<file path="config.mk">
export PLATFORM = sky130hd
export DESIGN_NAME = txw_fifo
export DESIGN_NICKNAME = d
export VERILOG_FILES = /design/src/rtl/txw_fifo_pkg.sv /design/src/rtl/txw_fifo_merge.sv /design/src/rtl/txw_fifo_slot.sv /design/src/rtl/txw_fifo.sv
export SDC_FILE = /design/constraint.sdc
export NUM_CORES = 1
export LEC_CHECK = 0
export BUFFER_PORTS_ARGS = -buffer_cell sky130_fd_sc_hd__buf_2
export CORE_MARGIN = 3
export CORE_UTILIZATION = 60
export CTS_CLUSTER_SIZE = 28
export DETAILED_ROUTE_END_ITERATION = 10
export PLACE_DENSITY = 0.81
export SYNTH_ARGS = -nofsm -noshare
export SYNTH_HDL_FRONTEND = slang
export SYNTH_SLANG_ARGS = --single-unit
</file>
<file path="constraint.sdc">
create_clock -name clk -period 2.6 [get_ports clk]
set_clock_uncertainty 0.2 [all_clocks]
set_input_delay 0.13 -clock clk [delete_from_list [all_inputs] [get_ports clk]]
set_output_delay 0.13 -clock clk [all_outputs]
set_load 0.01 [all_outputs]
</file>
<file path="src/rtl/txw_fifo_pkg.sv">
package txw_fifo_pkg;

   localparam int unsigned DEF_DATA_W = 8;
   localparam int unsigned DEF_CMD_W  = 4;
   localparam int unsigned DEF_DEPTH  = 3;

   typedef enum logic [1:0] {
      SLOT_HOLD  = 2'b00,
      SLOT_DRAIN = 2'b01,
      SLOT_FILL  = 2'b10,
      SLOT_SWAP  = 2'b11
   } slot_act_e;

endpackage

</file>
<file path="src/rtl/txw_fifo_merge.sv">
module txw_fifo_merge
   import txw_fifo_pkg::*;
#(
   parameter int unsigned DATA_W = DEF_DATA_W,
   parameter int unsigned CMD_W  = DEF_CMD_W,
   localparam int unsigned WORD_W = DATA_W + CMD_W
) (
   input  logic              clk,
   input  logic              rst,
   input  logic              cmd_wr,
   input  logic [CMD_W-1:0]  cmd_in,
   input  logic              data_wr,
   input  logic [DATA_W-1:0] data_in,
   output logic              push,
   output logic [WORD_W-1:0] push_word
);

   logic [CMD_W-1:0] cmd_q;

   always_ff @(posedge clk) begin
      if (rst) begin
         cmd_q <= '0;
      end else if (cmd_wr) begin
         cmd_q <= cmd_in;
      end
   end

   always_comb begin
      push      = data_wr;
      push_word = {cmd_q, data_in};
   end

   // the command used by a push only changes through a command write
   assert_cmd_held_R1: assert property (@(posedge clk) disable iff (rst)
      !cmd_wr |=> $stable(cmd_q));

endmodule

</file>
<file path="src/rtl/txw_fifo_slot.sv">
module txw_fifo_slot
   import txw_fifo_pkg::*;
#(
   parameter int unsigned WORD_W = DEF_DATA_W + DEF_CMD_W
) (
   input  logic              clk,
   input  logic              rst,
   input  logic              load,
   input  logic [WORD_W-1:0] load_word,
   input  logic              leave,
   output logic              valid,
   output logic [WORD_W-1:0] word
);

   slot_act_e act;

   always_comb begin
      act = slot_act_e'({load, leave});
   end

   always_ff @(posedge clk) begin
      if (rst) begin
         valid <= 1'b0;
         word  <= '0;
      end else begin
         unique case (act)
            SLOT_FILL, SLOT_SWAP: begin
               valid <= 1'b1;
               word  <= load_word;
            end
            SLOT_DRAIN: valid <= 1'b0;
            default:    valid <= valid;
         endcase
      end
   end

   // a slot never hands on a word it does not hold
   assert_no_phantom_move_R3: assert property (@(posedge clk) disable iff (rst)
      leave |-> valid);

endmodule

</file>
<file path="src/rtl/txw_fifo.sv">
module txw_fifo
   import txw_fifo_pkg::*;
#(
   parameter int unsigned DATA_W = DEF_DATA_W,
   parameter int unsigned CMD_W  = DEF_CMD_W,
   parameter int unsigned DEPTH  = DEF_DEPTH,
   localparam int unsigned WORD_W = DATA_W + CMD_W,
   localparam int unsigned LAST   = DEPTH - 1
) (
   input  logic              clk,
   input  logic              rst,
   input  logic              cmd_wr,
   input  logic [CMD_W-1:0]  cmd_in,
   input  logic              data_wr,
   input  logic [DATA_W-1:0] data_in,
   input  logic              pop,
   output logic              empty,
   output logic              full,
   output logic              out_valid,
   output logic [WORD_W-1:0] tx_word
);

   if (DEPTH < 2) begin : g_bad_depth
      $error("txw_fifo: DEPTH must be at least 2");
   end
   if (DATA_W < 1 || CMD_W < 1) begin : g_bad_width
      $error("txw_fifo: DATA_W and CMD_W must be non-zero");
   end

   logic              push;
   logic [WORD_W-1:0] push_word;
   logic [DEPTH-1:0]  valid;
   logic [DEPTH-1:0]  leave;
   logic [DEPTH-1:0]  load;
   logic [WORD_W-1:0] word  [DEPTH];
   logic [WORD_W-1:0] lword [DEPTH];
   logic              pop_ok;

   txw_fifo_merge #(.DATA_W(DATA_W), .CMD_W(CMD_W)) u_merge (
      .clk       (clk),
      .rst       (rst),
      .cmd_wr    (cmd_wr),
      .cmd_in    (cmd_in),
      .data_wr   (data_wr),
      .data_in   (data_in),
      .push      (push),
      .push_word (push_word)
   );

   assign pop_ok = pop & valid[LAST];

   for (genvar i = 0; i < DEPTH; i++) begin : g_slot
      if (i == LAST) begin : g_out
         assign leave[i] = pop_ok;
      end else begin : g_mid
         // a slot moves on when any slot ahead is free or the output drains
         assign leave[i] = valid[i] & (~(&valid[LAST:i+1]) | pop_ok);
      end

      if (i == 0) begin : g_in
         assign load[i]  = push;
         assign lword[i] = push_word;
      end else begin : g_fwd
         assign load[i]  = leave[i-1];
         assign lword[i] = word[i-1];
      end

      txw_fifo_slot #(.WORD_W(WORD_W)) u_slot (
         .clk       (clk),
         .rst       (rst),
         .load      (load[i]),
         .load_word (lword[i]),
         .leave     (leave[i]),
         .valid     (valid[i]),
         .word      (word[i])
      );
   end

   always_ff @(posedge clk) begin
      if (rst) begin
         tx_word <= '0;
      end else if (pop_ok) begin
         tx_word <= word[LAST];
      end
   end

   always_comb begin
      empty     = ~(|valid);
      full      = &valid;
      out_valid = valid[LAST];
   end

   assert_flags_exclusive_R5: assert property (@(posedge clk) disable iff (rst)
      !(empty && full));

   assert_write_clears_empty_R4: assert property (@(posedge clk) disable iff (rst)
      data_wr |=> !empty);

   assert_idle_pop_holds_R8: assert property (@(posedge clk) disable iff (rst)
      (pop && !out_valid) |=> $stable(tx_word));

   assert_pop_delivers_R7: assert property (@(posedge clk) disable iff (rst)
      (pop && out_valid) |=> tx_word == $past(word[LAST]));

   assert_overwrite_keeps_full_R6: assert property (@(posedge clk) disable iff (rst)
      (full && data_wr && !pop) |=> full);

   assert_pop_from_full_drops_R9: assert property (@(posedge clk) disable iff (rst)
      (full && pop && !data_wr) |=> !full);

   assert_write_pop_on_full_R10: assert property (@(posedge clk) disable iff (rst)
      (full && pop && data_wr) |=> full);

endmodule

</file>
==> results of run 1 <==
==> cells in the final DEF (no fill, tap or decap), types with 2 or more instances in the layout <==
master	instances
a21oi_1	16
a21oi_2	10
buf_2	31
clkbuf_1	2
clkbuf_4	5
dfxtp_1	55
dlygate4sd3_1	17
inv_2	2
mux2i_1	28
nand2_1	25
nand2b_1	25
nand3_1	12
nor2_1	18
o21ai_0	2
o21ai_2	10
==> layout make-up <==
cell class / instances / area, um2 / area share [%]
flip-flops and latches: 55 / 1101 / 43.54
multi-input cells: 152 / 975.9 / 38.59
repair buffers: 49 / 332.8 / 13.16
well taps: 46 / 57.56 / 2.276
clock buffers: 7 / 45.04 / 1.781
inverters: 3 / 11.26 / 0.4453
clock inverters: 1 / 5.005 / 0.1979
==> cells in the mapped netlist, drive strengths merged <==
library cell,number,area share (%)
nand2b,25,7.2
a21oi,26,7.7
buf,11,3.2
dfxtp,55,50
a31oi,2,1.3
nand3,12,2.7
and2,1,0.29
nand2,25,4.3
inv,3,0.52
o21ai,12,4.5
nor3,1,0.23
mux2i,28,13
nor2,18,3.1
and2b,1,0.34
clkbuf,7,1.2
and3,1,0.29
==> power by group <==
part	leakage, uW	internal [uW]	switching (uW)
registers	0.000447	863	15.0
clock network	0.0000293	106	244
logic	0.000502	60.1	59.3
total	0.000978	1030	318
==> cell families after synthesis <==
logic type             after synthesis  synth area share [%]
flip-flops                          55                 50.40
multiplexers                        28                 12.83
AND/OR/NAND/NOR                     84                 18.44
buffers and inverters               21                 4.926
AO/OA/AOI/OAI                       40                 13.40
==> through the flow <==
stage / instance area [um2] / std cells
after floorplan: 2185 / 228
after global placement: 2308 / 288
after detailed placement: 2308 / 288
after CTS: 2529 / 313
after global routing: 2529 / 313
final: 2529 / 313
==> metal layers <==
| metal | track usage, % | vias up |
|---|---|---|
| li1 | - | 834 |
| met1 | 24.08 | 711 |
| met2 | 32.47 | 41 |
| met3 | 5.952 | 11 |
| met4 | 7.614 | 0 |
| met5 | 0 | - |
==> worst register-to-register path: stages (launching register included) <==
cell and delay [ns]:
dfxtp_1 0.54, and2b_1 0.56, o21ai_0 0.15, a21oi_1 0.16
==> registers in the layout, summed over array words and instances, names as in the netlist <==
name	flops
u_merge.cmd_q	4
g_slot.u_slot.word	36
g_slot.u_slot.valid	3
tx_word	12
==> worst min-delay path by stage <==
stage,slack [ns],to,start
finish,0.04,g_slot[0].u_slot.valid$_SDFFE_PP0P_,data_wr
global route,0.05,g_slot[0].u_slot.word[5]$_SDFFE_PP0P_,data_wr
global placement,0.16,u_merge.cmd_q[2]$_SDFFE_PP0P_,cmd_in[2]
CTS,0.02,g_slot[0].u_slot.valid$_SDFFE_PP0P_,data_wr
detailed placement,0.17,u_merge.cmd_q[0]$_SDFFE_PP0P_,cmd_in[0]
floorplan,0.08,u_merge.cmd_q[0]$_SDFFE_PP0P_,cmd_in[0]
==> repair_timing <==
action,in CTS,in global routing
hold buffers,17,0
setup endpoints to repair,0,0
endpoints found under the hold margin,14,0
==> metrics.md, run 1 <==
| Metric | Value |
|---|---|
| Largest net degree at the start of global routing | `44` |
| Resize count post-CTS | `0` |
| CP Launch Point | `g_slot[1].u_slot.valid$_SDFFE_PP0P_` |
| Critical Path, Cell by Cell | `and3_1 > buf_2` |
| Post-place setup slack | `0.9697 ns` |
| Synth Register Bits | `55` |
| Status | `finished clean` |
| RSZ-0062 raised after global routing | `false` |
| Core area | `3416 um2` |
| Fraction of the yosys area taken by sequential cells | `50.40%` |
| Library cells used by synthesis | `22` |
| Post-Route M1 WL | `1823 um` |
| Ys Warns | `0` |
| Post-Syn Nets | `245` |
| Critical-path maximum fanout | `17` |
| Num rows | `21` |
| GRT Residual Overflow | `0` |
| Final setup TNS | `0 ns` |
| Final Worst Setup Slack | `0.8001 ns` |
| Worst-margin pin slew | `0.5922 ns` |
| Min-Delay Path Class | `input port to flip-flop` |
| First-pass GRT wire length | `6755 um` |
| Die ar. | `4401 um2` |
| GRT Resource Usage Total | `19.76%` |
| Number of top-level pins | `32` |
| DRT iter0 DRCs | `107` |
| Met2 WL | `1845 um` |
| Vias in the first global route | `1,537` |
| CTS Buf Count | `5` |
| Hold Slack | `0.04321 ns` |
| Nature of the critical path endpoint | `primary output` |
| Critical Path Source Type | `flip-flop` |
| CTS clk-pin slew, worst paths | `0.13 ns` |
| Clk_lat worst skew | `0.36 ns` |
| DIE HEIGHT | `66.34 um` |
| Pre-antenna DRT Iters | `4` |
| Postcts setup bufs | `0` |
| Buf+Inv Stages, Crit Path | `1` |
| Highest achievable clock rate | `555.6 MHz` |
| H-tree lvl count | `2` |
| Overall power | `1347 uW` |
| Nets | `283` |
| DRC | `0` |
| Leakage | `0.0009775 uW` |
| DRT Wirelength | `3920 um` |
| Die X | `66.34 um` |
| Final Core Density | `74.03%` |
| Hold Crit Depth | `3` |
| Syn Area/Cell | `9.582 um2` |
| Final Critical Period | `1.800 ns` |
| Post-Syn Area | `2185 um2` |
| VDD IR max | `444.9 uV` |
| Worst rel slew slack | `60.52%` |
| CP max stage delay | `0.71 ns` |
| Initial antenna violation count | `0` |
| Fillers | `262` |
| CP arrival | `1.47 ns` |
| Max Cap Viol | `0` |
| Worst reg2reg endpoint | `g_slot[2].u_slot.word[0]$_SDFFE_PP0P_` |
| Final hold viol count | `0` |
| R2R Setup Slk | `0.94 ns` |
| Reg-to-Reg Start | `g_slot[2].u_slot.valid$_SDFFE_PP0P_` |
| CTS max path bufs | `2` |
| Vias per std cell | `5.102` |
| Growth of design area from synthesis to finish | `15.75%` |
| Final Setup Violations | `0` |
| Top layer in use | `met4` |
| Worst R2R Path Depth | `3` |
| CTS sink count | `55` |
| ANT cells | `0` |
| Power Density | `532.8 nW/um2` |
| Routed wire per std cell | `12.52 um` |
| Met3 wire len | `165 um` |
| Synthesized instance count | `228` |
| Number of cells on the critical path | `2` |
| Fraction of layout cells with a size suffix above 1 | `22.85%` |
| Clock root buffer | `clkbuf_4` |
| CTS tree | `done` |
| WS Path Type | `flip-flop to primary output` |
| Via count | `1,597` |
| Post-DP HPWL | `2417 um` |
| Final Cycle Share | `69.23%` |
| CP Data Required Time | `2.27 ns` |
| Routability Congestion | `0.7563` |
| Cell family with most CP delay | `flip-flops` |
| Post-DRT Antenna Nets | `0` |
| Initial core utilization | `63.96%` |
| Final slew viol count | `0` |
| Critical Path End | `full` |
| Critical path's slowest cell | `dfxtp_1` |
| I/O Buffers | `31` |
No activity file was read; power rests on OpenSTA's default activity.
==> run 2: changes to the inputs <==
--- a/config.mk
+++ b/config.mk
@@ -7,10 +7,10 @@
 export LEC_CHECK = 0
 export BUFFER_PORTS_ARGS = -buffer_cell sky130_fd_sc_hd__buf_2
 export CORE_MARGIN = 3
-export CORE_UTILIZATION = 60
+export CORE_UTILIZATION = 50
 export CTS_CLUSTER_SIZE = 28
 export DETAILED_ROUTE_END_ITERATION = 10
-export PLACE_DENSITY = 0.81
+export PLACE_DENSITY = 0.72
 export SYNTH_ARGS = -nofsm -noshare
 export SYNTH_HDL_FRONTEND = slang
 export SYNTH_SLANG_ARGS = --single-unit
==> constraint.sdc (replaced) <==
create_clock -name clk -period 1.65 [get_ports clk]
set_clock_uncertainty 0.2 [all_clocks]
set_input_delay 0.0825 -clock clk [delete_from_list [all_inputs] [get_ports clk]]
set_output_delay 0.0825 -clock clk [all_outputs]
set_load 0.01 [all_outputs]
==> run 2 against run 1 <==
Global-route usage fell by 4.1 points. First-iteration DRC count is 31% lower. Highest routed layer unchanged. Non-clock buffer count up 4.
==> metrics.md, run 2 (synthesis results as in run 1) <==
| Metric | Value |
|---|---|
| Final setup TNS | `0 ns (unchanged)` |
| Multi-input logic area | `975.9 um2 (unchanged)` |
| Leakage | `0.001010 uW (+3.4%)` |
| Fillers | `372 (+42%)` |
| Critical-path maximum fanout | `12 (-5)` |
| Fraction of layout cells with a size suffix above 1 | `23.79% (+0.95 points)` |
| Final Cycle Share | `92.14%` |
| GRT Residual Overflow | `0 (unchanged)` |
| Initial core utilization | `53.09% (-11 points)` |
| Int Pwr | `1744 uW (+69%)` |
| Post-CTS Hold Fix Bufs | `17 (unchanged)` |
| ANT cells | `0 (unchanged)` |
| Worst rel slew slack | `63.89% (+3.4 points)` |
| DRC | `0 (unchanged)` |
| Routability Congestion | `0.7082 (-6.4%)` |
| Status | `finished clean` |
| Number of top-level pins | `32 (unchanged)` |
| VDD IR max | `591.5 uV (+33%)` |
| Largest register by flop count | `g_slot.u_slot.word` |
| Final hold viol count | `0 (unchanged)` |
| Hold Crit Depth | `2 (-1)` |
| Via count | `1,570 (-1.7%)` |
| H-tree lvl count | `2 (unchanged)` |
| Reg power frac | `61.4% (-3.8 points)` |
| Commonest non-fill, non-tap cell in the layout | `dfxtp_1` |
| CTS max path bufs | `2 (unchanged)` |
| Reg-to-Reg Start | `g_slot[2].u_slot.valid$_SDFFE_PP0P_` |
| Overall power | `2246 uW (+67%)` |
| Sw power | `501.9 uW (+58%)` |
| Vias per std cell | `4.922 (-3.5%)` |
| GRT Max-Usage Layer | `met2` |
| Resize count post-CTS | `0 (unchanged)` |
| RSZ-0062 raised after global routing | `false` |
| Nature of the critical path endpoint | `flip-flop` |
| Power Density | `864.3 nW/um2 (+62%)` |
| DRT iter0 DRCs | `74 (-31%)` |
| CP arrival | `1.55 ns (+0.08 ns)` |
| Num rows | `23 (+9.5%)` |
| Post-DP HPWL | `2439 um (+0.92%)` |
| Pre-antenna DRT Iters | `4 (unchanged)` |
| CTS tree | `done` |
| Initial antenna violation count | `0 (unchanged)` |
| Min-Delay Path Class | `input port to flip-flop` |
| Clock share of power | `29.9% (+3.9 points)` |
| Clk_lat worst skew | `0.30 ns (-0.06 ns)` |
| Grt met3 use | `4.294% (-1.7 points)` |
| CP Launch Point | `pop` |
| Clock root buffer | `clkbuf_8` |
| Postcts setup bufs | `0 (unchanged)` |
| Storage element area | `1101 um2 (unchanged)` |
| Die ar. | `5198 um2 (+18%)` |
| Die X | `72.10 um (+8.7%)` |
| Nets | `287 (+1.4%)` |
| Critical Path Source Type | `input port` |
| Post-place setup slack | `0.2254 ns (-0.7443 ns)` |
| CTS Buf Count | `5 (unchanged)` |
| WS Path Type | `input port to flip-flop` |
| Switching Fraction | `22.35% (-1.3 points)` |
| Vias in the first global route | `1,428 (-7.1%)` |
| First-pass GRT wire length | `6451 um (-4.5%)` |
| Max reg flops | `36 (unchanged)` |
| DRT Wirelength | `3715 um (-5.2%)` |
| Final slew viol count | `0 (unchanged)` |
| Top flop regs | `g_slot.u_slot.word (36), tx_word (12), u_merge.cmd_q (4)` |
| Comb power frac | `8.7% (-0.2 points)` |
| Max Cap Viol | `0 (unchanged)` |
| Worst-margin pin slew | `0.5416 ns (-0.05061 ns)` |
| Highest achievable clock rate | `657.8 MHz` |
| CP Data Required Time | `1.68 ns (-0.59 ns)` |
| Worst R2R Path Depth | `3 (unchanged)` |
| Met2 global-route usage | `24.87% (-7.6 points)` |
| Final Setup Violations | `0 (unchanged)` |
| CTS sink count | `55 (unchanged)` |
| CTS clk-pin slew, worst paths | `0.08 ns (-0.05 ns)` |
| Final Worst Setup Slack | `0.1297 ns (-0.6704 ns)` |
| HP Start | `rst` |
| Final Critical Period | `1.520 ns` |
| Commonest cells after routing, fill and taps aside | `55 x dfxtp_1, 31 x buf_2, 28 x mux2i_1` |
| Grt met1 use | `20.10% (-4.0 points)` |
| I/O Buffers | `31 (unchanged)` |
| DIE HEIGHT | `72.10 um (+8.7%)` |
| Largest net degree at the start of global routing | `36 (-18%)` |
| Core area | `4115 um2 (+20%)` |
| GRT Resource Usage Total | `15.65% (-4.1 points)` |
| Routed wire per std cell | `11.65 um (-7.0%)` |
| Post-DRT Antenna Nets | `0 (unchanged)` |
| Growth of design area from synthesis to finish | `18.96%` |
## run 2: path summary, 6_finish.rpt
path / end / slack (ns)
max reg2reg: tx_word[6]$_SDFFE_PP0N_ / 0.21
min: g_slot[0].u_slot.word[9]$_SDFFE_PP0P_ / 0.03
min reg2reg: tx_word[8]$_SDFFE_PP0N_ / 0.25
max: g_slot[1].u_slot.word[10]$_SDFFE_PP0P_ / 0.13
## run 2: layout make-up
class | count | share of cell area [%]
Clock buffer | 6 | 2.792
Sequential cell | 55 | 42.37
Tap cell | 50 | 2.407
Timing Repair Buffer | 53 | 14.44
Inverter | 3 | 0.4333
Multi-Input combinational cell | 152 | 37.55
## run 2: critical path, stage by stage
cell and delay, ns:
dlygate4sd3_1 0.52, buf_2 0.15, inv_2 0.07, a31oi_4 0.48, mux2i_1 0.25
## run 2: power groups by stage
stage	logic [uW]	registers, uW	clock network (uW)
global route	216	1380	742
global placement	160	1410	0
detailed placement	162	1410	0
CTS	196	1380	687
floorplan	124	1400	0
finish	196	1380	671
## run 2: stage by stage
stage	instance area (um2)	util, %	instances	hold slack (ns)
floorplan	2185	-	228	0.02966
global placement	2356	57.25	296	0.1117
detailed placement	2356	57.25	296	0.1228
CTS	2599	63.15	319	0.02786
global route	2599	63.15	319	0.05110
finish	2599	63.15	319	0.02977
## run 2: layer usage
metal / wire [um] / part of all wire, %
met2: 1616 / 43
met3: 147 / 4.0
met5: 0 / 0
met4: 55 / 1.5
met1: 1896 / 51
